### src/rtl/pcap_pkg.sv
package pcap_pkg;
    localparam int N_EVT = 4;
    localparam int EVT_W = $clog2(N_EVT);

    // word indices (byte address >> 2)
    localparam logic [3:0] W_CAP1 = 4'd2;
    localparam logic [3:0] W_CAP2 = 4'd3;
    localparam logic [3:0] W_CAP3 = 4'd4;
    localparam logic [3:0] W_CAP4 = 4'd5;
    localparam logic [3:0] W_CTRL = 4'd10;
    localparam logic [3:0] W_INT  = 4'd11;
    localparam logic [3:0] W_CLR  = 4'd12;

    localparam logic [15:0] CTRL1_MASK = 16'h8157;
    localparam logic [15:0] CTRL2_MASK = 16'h0096;
    localparam logic [5:0]  IEN_MASK   = 6'h3E;

    localparam int C1_RST   = 1;
    localparam int C1_LDEN  = 8;
    localparam int C1_HFREE = 15;
    localparam int C2_REARM = 3;
    localparam int C2_RUN   = 4;

    typedef struct packed {
        logic [15:0] ctrl1;
        logic [15:0] ctrl2;
        logic [5:0]  ien;
        logic [5:0]  flag;
    } regs_t;
endpackage

### src/rtl/pcap_edge.sv
module pcap_edge #(
    parameter int STAGES = 2
) (
    input  logic clk,
    input  logic rst_n,
    input  logic din,
    output logic rise,
    output logic fall
);
    typedef struct packed {
        logic [STAGES-1:0] sync;
        logic              prev;
    } st_t;

    st_t s_d, s_q;

    always_comb begin
        s_d      = s_q;
        s_d.sync = {s_q.sync[STAGES-2:0], din};
        s_d.prev = s_q.sync[STAGES-1];
    end

    always_ff @(posedge clk or negedge rst_n) begin
        if (!rst_n) s_q <= '0;
        else        s_q <= s_d;
    end

    assign rise = s_q.sync[STAGES-1] & ~s_q.prev;
    assign fall = ~s_q.sync[STAGES-1] & s_q.prev;
endmodule

### src/rtl/pcap_timebase.sv
module pcap_timebase #(
    parameter int TS_W = 32
) (
    input  logic            clk,
    input  logic            rst_n,
    input  logic            run,
    input  logic            dbg_halt,
    input  logic            halt_free,
    input  logic            restart,
    output logic [TS_W-1:0] cnt,
    output logic            ovf
);
    logic [TS_W-1:0] cnt_d, cnt_q;
    logic            en;

    always_comb begin
        en    = run && !(dbg_halt && !halt_free);
        cnt_d = cnt_q;
        if (restart)  cnt_d = TS_W'(1);
        else if (en)  cnt_d = cnt_q + 1'b1;
        ovf = en && !restart && (&cnt_q);
    end

    always_ff @(posedge clk or negedge rst_n) begin
        if (!rst_n) cnt_q <= '0;
        else        cnt_q <= cnt_d;
    end

    assign cnt = cnt_q;

    // frozen counter holds its value
    a_r2_freeze: assert property (@(posedge clk) disable iff (!rst_n)
        (!en && !restart) |=> $stable(cnt_q));
    // wrap indication is followed by a zero count
    a_r10_wrap: assert property (@(posedge clk) disable iff (!rst_n)
        ovf |=> (cnt_q == '0));
    // restart leaves the count at one
    a_r4_restart: assert property (@(posedge clk) disable iff (!rst_n)
        restart |=> (cnt_q == TS_W'(1)));
endmodule

### src/rtl/pcap_seq.sv
module pcap_seq
    import pcap_pkg::*;
#(
    parameter int TS_W = 32
) (
    input  logic                       clk,
    input  logic                       rst_n,
    input  logic                       rise,
    input  logic                       fall,
    input  logic [N_EVT-1:0]           pol,
    input  logic [EVT_W-1:0]           stop_sel,
    input  logic                       rearm,
    input  logic                       load_en,
    input  logic [TS_W-1:0]            cnt,
    output logic [N_EVT-1:0]           hit,
    output logic [N_EVT-1:0][TS_W-1:0] cap
);
    typedef struct packed {
        logic [N_EVT-1:0][TS_W-1:0] cap;
        logic [EVT_W-1:0]           idx;
        logic                       stopped;
    } st_t;

    st_t  s_d, s_q;
    logic edge_ok;

    always_comb begin
        s_d     = s_q;
        hit     = '0;
        edge_ok = pol[s_q.idx] ? fall : rise;
        if (rearm) begin
            s_d.idx     = '0;
            s_d.stopped = 1'b0;
        end else if (edge_ok && !s_q.stopped) begin
            hit[s_q.idx] = 1'b1;
            if (load_en) s_d.cap[s_q.idx] = cnt;
            if (s_q.idx == stop_sel) s_d.stopped = 1'b1;
            else                     s_d.idx     = s_q.idx + 1'b1;
        end
    end

    always_ff @(posedge clk or negedge rst_n) begin
        if (!rst_n) begin
            s_q         <= '0;
            s_q.stopped <= 1'b1;
        end else begin
            s_q <= s_d;
        end
    end

    assign cap = s_q.cap;

    // once stopped, nothing is captured until re-armed
    a_r6_stopped_holds: assert property (@(posedge clk) disable iff (!rst_n)
        (s_q.stopped && !rearm) |=> (s_q.stopped && $stable(s_q.cap)));
    // with loading off, capture registers never change
    a_r5_no_load: assert property (@(posedge clk) disable iff (!rst_n)
        !load_en |=> $stable(s_q.cap));
endmodule

### src/rtl/edge_pulse_capture.sv
module edge_pulse_capture
    import pcap_pkg::*;
#(
    parameter int ADDR_W = 6,
    parameter int TS_W   = 32
) (
    input  logic              clk,
    input  logic              rst_n,
    input  logic [ADDR_W-1:0] addr,
    input  logic [31:0]       wdata,
    input  logic              wr_en,
    input  logic [3:0]        byte_en,
    output logic [31:0]       rdata,
    input  logic              sig_in,
    input  logic              dbg_halt,
    output logic              irq
);
    localparam int WORD_W = ADDR_W - 2;

    regs_t                      r_d, r_q;
    logic [WORD_W-1:0]          word;
    logic                       wr_ctrl, wr_ien, wr_clr, rearm, restart;
    logic                       rise, fall, ovf, gset;
    logic [N_EVT-1:0]           hit;
    logic [N_EVT-1:0][TS_W-1:0] cap;
    logic [TS_W-1:0]            cnt;
    logic [5:0]                 clr, set6;
    logic                       unused_addr;

    assign word        = addr[ADDR_W-1:2];
    assign unused_addr = ^addr[1:0];
    assign wr_ctrl     = wr_en && (word == WORD_W'(W_CTRL));
    assign wr_ien      = wr_en && (word == WORD_W'(W_INT));
    assign wr_clr      = wr_en && (word == WORD_W'(W_CLR));
    assign rearm       = wr_ctrl && byte_en[2] && wdata[16+C2_REARM];
    assign restart     = hit[0] && r_q.ctrl1[C1_RST];

    pcap_edge #(.STAGES(2)) u_edge (
        .clk(clk), .rst_n(rst_n), .din(sig_in), .rise(rise), .fall(fall)
    );

    pcap_timebase #(.TS_W(TS_W)) u_tb (
        .clk(clk), .rst_n(rst_n),
        .run(r_q.ctrl2[C2_RUN]), .dbg_halt(dbg_halt),
        .halt_free(r_q.ctrl1[C1_HFREE]), .restart(restart),
        .cnt(cnt), .ovf(ovf)
    );

    pcap_seq #(.TS_W(TS_W)) u_seq (
        .clk(clk), .rst_n(rst_n), .rise(rise), .fall(fall),
        .pol({r_q.ctrl1[6], r_q.ctrl1[4], r_q.ctrl1[2], r_q.ctrl1[0]}),
        .stop_sel(r_q.ctrl2[2:1]), .rearm(rearm),
        .load_en(r_q.ctrl1[C1_LDEN]), .cnt(cnt), .hit(hit), .cap(cap)
    );

    always_comb begin
        r_d = r_q;
        if (wr_ctrl) begin
            if (byte_en[0]) r_d.ctrl1[7:0]  = wdata[7:0]   & CTRL1_MASK[7:0];
            if (byte_en[1]) r_d.ctrl1[15:8] = wdata[15:8]  & CTRL1_MASK[15:8];
            if (byte_en[2]) r_d.ctrl2[7:0]  = wdata[23:16] & CTRL2_MASK[7:0];
            if (byte_en[3]) r_d.ctrl2[15:8] = wdata[31:24] & CTRL2_MASK[15:8];
        end
        if (wr_ien && byte_en[0]) r_d.ien = wdata[5:0] & IEN_MASK;
        clr    = (wr_clr && byte_en[0]) ? wdata[5:0] : 6'h00;
        set6   = {ovf, hit, 1'b0};
        gset   = |(set6 & r_q.ien);
        r_d.flag = (r_q.flag & ~clr) | set6 | {5'b0, gset};
    end

    always_ff @(posedge clk or negedge rst_n) begin
        if (!rst_n) r_q <= '0;
        else        r_q <= r_d;
    end

    always_comb begin
        rdata = '0;
        case (word)
            WORD_W'(W_CAP1): rdata = 32'(cap[0]);
            WORD_W'(W_CAP2): rdata = 32'(cap[1]);
            WORD_W'(W_CAP3): rdata = 32'(cap[2]);
            WORD_W'(W_CAP4): rdata = 32'(cap[3]);
            WORD_W'(W_CTRL): rdata = {r_q.ctrl2, r_q.ctrl1};
            WORD_W'(W_INT):  rdata = {10'b0, r_q.flag, 10'b0, r_q.ien};
            default:         rdata = '0;
        endcase
    end

    assign irq = r_q.flag[0];

    // the global flag only rises because an enabled source flag is set
    a_r8_global_source: assert property (@(posedge clk) disable iff (!rst_n)
        $rose(r_q.flag[0]) |-> (|(r_q.flag[5:1] & r_q.ien[5:1])));
    // a flag with no new event stays cleared after a write of one
    a_r7_clear_ovf: assert property (@(posedge clk) disable iff (!rst_n)
        (clr[5] && !ovf) |=> !r_q.flag[5]);
endmodule

### config.mk
export PLATFORM = sky130hd
export DESIGN_NAME = edge_pulse_capture
export DESIGN_NICKNAME = d
export VERILOG_FILES = /design/src/rtl/pcap_pkg.sv /design/src/rtl/pcap_edge.sv /design/src/rtl/pcap_timebase.sv /design/src/rtl/pcap_seq.sv /design/src/rtl/edge_pulse_capture.sv
export SDC_FILE = /design/constraint.sdc
export NUM_CORES = 1
export LEC_CHECK = 0
export ABC_AREA = 1
export BUFFER_PORTS_ARGS = -buffer_cell sky130_fd_sc_hd__buf_2
export CAP_MARGIN = 20
export CORE_AREA = 10 10 113 192
export CTS_CLUSTER_SIZE = 16
export DETAILED_ROUTE_END_ITERATION = 10
export DIE_AREA = 0 0 123 202
export GPL_ROUTABILITY_DRIVEN = 0
export GPL_TIMING_DRIVEN = 0
export PLACE_DENSITY_LB_ADDON = 0.1
export SETUP_SLACK_MARGIN = 0.5
export SLEW_MARGIN = 25
export SYNTH_ARGS = -nofsm -noshare
export SYNTH_HDL_FRONTEND = slang
export SYNTH_HIERARCHICAL = 1
export SYNTH_SLANG_ARGS = --single-unit
### constraint.sdc
create_clock -name clk -period 6.3 [get_ports clk]
set_clock_uncertainty 0.2 [all_clocks]
set_input_delay 0 -clock clk [delete_from_list [all_inputs] [get_ports clk]]
set_output_delay 0 -clock clk [all_outputs]
set_load 0.01 [all_outputs]
-- After elaboration in Yosys (flattened, before gate mapping)
Cells that the tools add are included.
Widths: inputs -> output; s select.
- flip-flop bits (word level): 188
- word-level logic and storage cells: 84
- add/sub/neg operators: 2
- magnitude comparators: 2
- equality and inequality tests: 9
- muxes and demuxes: 18
- bitwise gates (word level): 10
- reductions and logical operators: 29
- operator list (cell ; count):
    $pmux 32 s6 ; 1
    $bwmux 128 ; 1
    $mux 32 ; 3
    $demux 32 s2 ; 1
    $add 32x1->32 const B ; 1
    $reduce_and 32->1 ; 1
    $logic_and 1x1->1 ; 14
    $and 6x6->6 ; 2
    $eq 4x4->1 const B ; 3
    $reduce_and 2->1 ; 5
    $eq 4x2->1 const B ; 2
    $eq 4x3->1 const B ; 2
    $mux 4 ; 2
    $mux 3 ; 2
    $mux 6 ; 1
    $not 6->6 ; 1
    $or 6x1->6 ; 1
    $or 6x6->6 ; 1
    $reduce_bool 2->1 ; 3
    $reduce_or 6->1 ; 1
    $logic_not 1->1 ; 4
    $mux 1 ; 4
    $lt 2x3->1 const B ; 1
    $not 1->1 ; 3
    9 further kinds ; 10

-- Logic depth before layout (Yosys ltp)
Gate-level depths: netlist of run 1.
- depth after elaboration: 13
- gate-level depth with buffers: 19
- mapped depth without buffers: 18

-- Cells and area by module
The synthesis of run 1 kept the hierarchy.
- by module, submodules not included (module ; instances ; cells each ; area each (µm²) ; seq. area each (µm²)):
    pcap_seq ; 1 ; 752 ; 6573.8 ; 3279.4
    edge_pulse_capture ; 1 ; 407 ; 2288.4 ; 550.5
    pcap_timebase ; 1 ; 278 ; 1960.6 ; 800.8
    pcap_edge ; 1 ; 7 ; 90.1 ; 75.1

-- Worst setup path before layout of run 1
OpenSTA, ideal clock, no wires.
- kind: reg-to-reg
- from: reg u_seq/s_q[1] (netlist bit)
- to: reg r_q, in the netlist irq
- setup time: 123 ps
- data arrival time: 1981 ps
- data required time: 5977 ps
- setup slack: 3996 ps
- cell stages (with the launch flop): 20
- buffers on the path: 1
- clock period less this slack: 2304 ps
- cells stage by stage: dfrtp_1 -> inv_2 -> nand2_1 -> nand3_1 -> nand2_1 -> nand2_1 -> inv_2 -> nor2_4 -> buf_2 -> nand2_1 -> nor2_1 -> nand2_1 -> inv_1 -> nor2_1 -> nand3_1 -> nor3b_1 -> nand2_1 -> nand3_1 -> nor2_1 -> nand2_1
- RTL lines (item ; line ; RTL):
    start: declaration ; pcap_seq.sv:24 ; st_t s_d, s_q;
    end signal: assignment ; edge_pulse_capture.sv:73 ; else r_q <= r_d;
    end: declaration ; edge_pulse_capture.sv:20 ; regs_t r_d, r_q;

==> results of run 1 <==
-- final cells by class --
class | instances | share of cell area (%)
repair buffers | 105 | 6.37
clock inverters | 12 | 1.25
plain buffers | 215 | 11.0
clock buffers | 20 | 3.69
flip-flops and latches | 188 | 37.2
well taps | 238 | 2.36
multi-input cells | 949 | 35.3
inverters | 92 | 2.73
-- power by group --
part           internal (mW)  leakage [nW]  switching (mW)
registers               1.34          2.53           0.186
clock network          0.661         0.312           0.492
logic                  0.285          4.02           0.573
-- Yosys cell counts, types with 2 or more instances --
library cell | n | area (µm²)
a21oi_1 | 19 | 95.1
buf_1 | 8 | 30.0
buf_2 | 37 | 185
buf_4 | 128 | 961
buf_6 | 8 | 90.1
clkbuf_1 | 34 | 128
dfrtp_1 | 187 | 4680
ha_1 | 5 | 62.6
inv_1 | 88 | 330
inv_2 | 4 | 15.0
nand2_1 | 453 | 1700
nand2_2 | 2 | 12.5
nand3_1 | 166 | 831
nand3_2 | 4 | 40.0
nand4_1 | 160 | 1000
nor2_1 | 76 | 285
nor2_2 | 10 | 62.6
nor2_4 | 8 | 90.1
nor3_1 | 5 | 25.0
nor3b_1 | 4 | 30.0
o21ai_0 | 27 | 135
-- cells by family (layout without fill, tap and decap cells) --
| logic type | count (synthesis) | in the layout |
|---|---|---|
| flip-flops | 188 | 188 |
| buffers and inverters | 307 | 444 |
| adder cells (fa/ha/maj) | 5 | 5 |
| AO/OA/AOI/OAI | 51 | 51 |
| AND/OR/NAND/NOR | 892 | 892 |
| XOR/XNOR | 1 | 1 |
-- layout by cell type, fill, tap and decap left out, types with 2 or more instances in the layout --
cell type,netlist,layout
nor2_2,10,10
nor2_4,8,8
dfrtp_1,187,187
clkbuf_16,0,17
clkbuf_1,34,34
buf_1,8,8
inv_2,4,4
inv_1,88,88
nand2_2,2,2
clkbuf_8,0,3
buf_6,8,8
buf_2,37,94
clkinv_4,0,2
inv_6,0,4
nand4_1,160,160
dlygate4sd3_1,0,45
nor2_1,76,76
nor3b_1,4,4
nor3_1,5,5
a21oi_1,19,19
nand3_1,166,166
buf_16,0,2
clkinv_2,0,3
buf_4,128,128
o21ai_0,27,27
ha_1,5,5
bufinv_16,0,3
nand2_1,453,453
nand3_2,4,4
-- layer usage --
metal  vias to the layer above  global-route usage [%]  wire length, µm
met5                         -                       0                0
met4                         0                    19.7             2560
met3                       160                    5.47             2360
met2                       473                    51.0            18500
met1                      4857                    32.0            12900
li1                       4901                       -                -
-- worst max-delay path: stages --
cell and delay [ns]:
dlygate4sd3_1 0.53, buf_2 0.15, inv_1 0.09, nand2_1 0.12, nor2_4 0.27, nand3_1 0.23
nor2_1 0.15, clkbuf_1 0.42, nor2_1 0.15, nand2_1 0.21, inv_1 0.13, nor2_1 0.20
nand3_1 0.16, nor3b_1 0.83, nand2_1 0.11, nand3_1 0.10, nor2_1 0.05, nand2_1 0.05
-- per-stage QoR --
| stage | worst slack, ns | hold slack [ns] | instance area [µm²] |
|---|---|---|---|
| after floorplan | 4.00 | -0.496 | 10900 |
| after global placement | 1.89 | -0.0900 | 11500 |
| after detailed placement | 2.83 | -0.357 | 11600 |
| after CTS | 2.74 | 0.0418 | 12600 |
| after global routing | 2.51 | 0.0713 | 12600 |
| final | 2.53 | 0.0648 | 12600 |
-- sequential cells by signal, summed over array words and instances, names as in the netlist --
signal,cells
u_seq/cap,128
u_tb/cnt,32
r_q,21
u_seq/s_q,3
u_edge/s_d,2
irq,1
u_edge/s_q,1
-- final timing paths --
kind                          startpoint             to  slack, ns  cells after the start
setup / recovery                 addr[4]            irq       2.53                     18
hold / removal                 wdata[19]   u_seq/s_q[0]       0.06                      5
setup reg to reg            u_seq/s_q[1]            irq       2.62                     15
hold reg to reg            u_edge/s_d[2]  u_edge/s_d[0]       0.16                      0
max in group asynchronous          rst_n   u_tb/cnt[26]       4.65                      5
min in group asynchronous          rst_n  u_seq/cap[68]       0.48                      4
==> flow_summary.json, run 1 <==
{
  "status": "complete, no violations",
  "synth_xor_xnor_area_share_pct": 0.0803,
  "cts.clk_slew.worst_paths_ns": 0.07,
  "finalCriticalPeriod_ns": 3.77,
  "cts_buffers": 17,
  "drt_pass1_iterations": 5,
  "multi_input_area_mm2": 0.00447,
  "ys_seq_area_share_pct": 43.1,
  "antenna_cells": 0,
  "postCtsSetupBuffers": 0,
  "track_usage_pct": 29.7,
  "utilization_pct": 68.6,
  "synth_edf_count": 0,
  "syn_area_per_cell_um2": 7.56,
  "slew_violations": 0,
  "rsz0062_at_grt": "no",
  "dieArea_mm2": 0.0248,
  "regArea_mm2": 0.00471,
  "stdcell_count": 1819,
  "grt_pass1_vias": 10400,
  "overflow": 0,
  "synth_fa_ha_area_share_pct": 0.573,
  "power.total_mw": 3.54,
  "finalWirelength_um": 36400,
  "timing.fmax_mhz": 265,
  "vias_per_cell": 5.71,
  "portBuffers": 57,
  "drt_iter0_markers": 1022,
  "die_h_um": 202,
  "synth_top_family_by_area": "simple AND/OR/NAND/NOR gates",
  "syn2layout_area_growth_pct": 15.8,
  "htreeDepth": 4,
  "layout.nets": 1620,
  "antenna_found_initial": 0,
  "die_x_um": 123,
  "fp.coreArea_mm2": 0.0184,
  "synthSimpleGateAreaFrac_pct": 37.8,
  "cts_sinks": 188,
  "setup_violations": 0,
  "max_slew_margin_pct": 33.0,
  "synthMuxAreaShare_pct": 0,
  "insertion_delay_ns": 0.45,
  "hold_violations": 0,
  "grt_pass1_wl_um": 56200,
  "synth_compound_area_share_pct": 2.51,
  "crit_fanout": 10,
  "hold_class": "in -> reg",
  "synthDistinctLibCells": 32,
  "timing.final.crit_share_pct": 59.9,
  "arrival_ns": 3.96,
  "cts_tree": "built",
  "nFillCells": 1577,
  "row_count": 66,
  "placed_cells": 1741,
  "p_leak_nw": 6.86,
  "vias": 10400,
  "syn_area_mm2": 0.0109,
  "ctsResizeCount": 0,
  "start_util_pct": 59.3,
  "power_density_mw_per_mm2": 280,
  "synth_cells": 1444,
  "ir_drop_v": 0.000203,
  "startpoint_type": "input pin",
  "drive_gt1_share_pct": 18.8,
  "drt_drc_violations_left": 0,
  "tns_ns": 0,
  "cts_hold_buf": 46,
  "cts_root_buf": "clkbuf_16",
  "async_reset_ff_share_pct": 100,
  "required_ns": 6.49,
  "grt_max_degree": 92,
  "io_pins": 80,
  "worst_pin_slew_ns": 1.00,
  "cp-end-kind": "flop",
  "ys_seq_elements": 188,
  "synthesis.nets": 1496,
  "wl_per_cell_um": 20.0,
  "crit_type": "in -> reg",
  "yosys_warnings": 6,
  "cap_viol_max_count": 0,
  "cts.path.max_buffers": 2,
  "ant_nets": 0,
  "dp_hpwl_um": 26200,
  "synth_top_flop_cell": "dfrtp_1"
}
(Power assumes the default switching activity.)
==> run 2: changes to the inputs <==
Clock period 6.3 ns to 3.95 ns, I/O delays scaled along.
==> flow_summary.json, run 2 (same netlist as run 1, synthesis figures left out) <==
{
  "startpoint_type": "flop",
  "cts_tree": "built",
  "die_x_um": 123,
  "ant_nets": 0,
  "grt_max_degree": 92,
  "arrival_ns": 3.50,
  "crit_path_top_delay_cell": "nor3b_2",
  "slew_violations": 0,
  "worst_pin_slew_ns": 0.855,
  "drt_iter0_markers": 1087,
  "drive_gt1_share_pct": 19.0,
  "vias_per_cell": 5.76,
  "critical-path-top-delay-family": "simple AND/OR/NAND/NOR gates",
  "dieArea_mm2": 0.0248,
  "start_util_pct": 59.3,
  "drt_pass1_iterations": 5,
  "cts.clk_slew.worst_paths_ns": 0.07,
  "status": "complete, no violations",
  "final_cell_area_mm2": 0.0127,
  "crit_fanout": 10,
  "reg2reg_depth": 15,
  "power.total_mw": 5.64,
  "r2r_slack_ns": 0.64,
  "row_count": 66,
  "utilization_pct": 68.7,
  "cp-end-kind": "flop",
  "largest_reg_flops": 128,
  "timing.final.crit_share_pct": 83.8,
  "timing.rr.end": "irq",
  "layout.nets": 1621,
  "postCtsSetupBuffers": 0,
  "syn2layout_area_growth_pct": 16.0,
  "rsz0062_at_grt": "no",
  "portBuffers": 57,
  "ir_drop_v": 0.000324,
  "finalCriticalPeriod_ns": 3.31,
  "cts_sinks": 188,
  "hold_violations": 0,
  "power_density_mw_per_mm2": 446,
  "vias": 10500,
  "crit_type": "reg -> reg",
  "overflow": 0,
  "crit_top_cell": "nand2_1",
  "stdcell_count": 1820,
  "antenna_cells": 0,
  "fp.coreArea_mm2": 0.0184,
  "nFillCells": 1572,
  "grt_pass1_vias": 10400,
  "cts_root_buf": "clkbuf_16",
  "wl_per_cell_um": 20.0,
  "r2r_start": "u_seq/s_q[1]",
  "layout_common_cells": "nand2_1 (453), dfrtp_1 (187), nand3_1 (166)",
  "cp.depth": 15,
  "p_leak_nw": 6.87,
  "cap_viol_max_count": 0,
  "insertion_delay_ns": 0.45,
  "cts_buffers": 17,
  "die_h_um": 202,
  "grt_pass1_wl_um": 56300,
  "required_ns": 4.14,
  "cts.path.max_buffers": 2,
  "max_stage_delay_ns": 0.50,
  "io_pins": 80,
  "antenna_found_initial": 0,
  "drt_drc_violations_left": 0,
  "dp_hpwl_um": 26200,
  "max_slew_margin_pct": 43.0,
  "finalWirelength_um": 36400,
  "critPathLaunch": "u_seq/s_q[1]",
  "path_buf_inv": 4,
  "htreeDepth": 4,
  "hold_class": "in -> reg",
  "place_area_mm2": 0.0116,
  "hold-worst-slack_ns": 0.128,
  "timing.fmax_mhz": 302,
  "placed_cells": 1741,
  "path_cells": "inv_2 > ha_1 > clkbuf_1 > clkbuf_1 > nand2_1 > nor2_1 > nand2_1 > inv_1 > nor2_1 > nand3_1 > nor3b_2 > nand2_1 > nand3_1 > nor2_1 > nand2_1",
  "cp-endpoint": "irq",
  "setup_violations": 0,
  "final_common_cell": "nand2_1",
  "track_usage_pct": 29.7
}
## run 2: changes by cell type in the layout (fill, tap and decap cells not counted), sizes merged
cell         change
dlygate4sd3      +1
## run 2: power breakdown
part           leakage (nW)  internal (mW)  switching [mW]
combinational          4.02          0.455           0.916
clock                 0.312           1.05           0.781
sequential             2.53           2.14           0.298
total                  6.87           3.65            1.99
## run 2: tightest hold or removal path, stage by stage
cell,delay [ns]
buf_2,0.13
nand2_1,0.15
nor2_4,0.10
nand2_1,0.22
o21ai_0,0.12
## run 2: repair_timing
item	4_1_cts	5_1_grt
hold endpoints to repair	183	1
endpoints found under the setup margin	1	1
pin swaps	0	0
gates resized for setup	1	2
hold buffers	46	1
## run 2: how the worst min path moves through the flow
stage                    from       endpoint  slack, ns  depth (start not counted)
floorplan               rst_n            irq      -0.50                          0
global placement       sig_in  u_edge/s_d[2]      -0.09                          1
detailed placement      rst_n  u_edge/s_d[2]      -0.36                          1
CTS                 wdata[19]   u_seq/s_q[0]       0.04                          5
global route          addr[5]        r_q[32]       0.18                          5
finish                addr[5]        r_q[32]       0.13                          5
## run 2: layout make-up
class / count / area (µm²) / area share [%]
flip-flops and latches: 188 / 4710 / 37.2
multi-input cells: 949 / 4470 / 35.3
plain buffers: 215 / 1400 / 11.0
repair buffers: 106 / 816 / 6.45
clock buffers: 20 / 467 / 3.69
inverters: 92 / 345 / 2.73
well taps: 238 / 298 / 2.35
clock inverters: 12 / 158 / 1.25
## run 2: layer usage
layer | track usage, % | share of wire (%)
met1 | 32.0 | 35
met2 | 51.0 | 51
met3 | 5.50 | 6.8
met4 | 19.5 | 7.2
met5 | 0 | 0
## run 2: stage by stage
stage | setup TNS (ns) | setup slack, ns
after floorplan | 0 | 1.65
after global placement | -80.86 | -0.457
after detailed placement | 0 | 0.484
after CTS | 0 | 0.672
after global routing | 0 | 0.582
final | 0 | 0.639
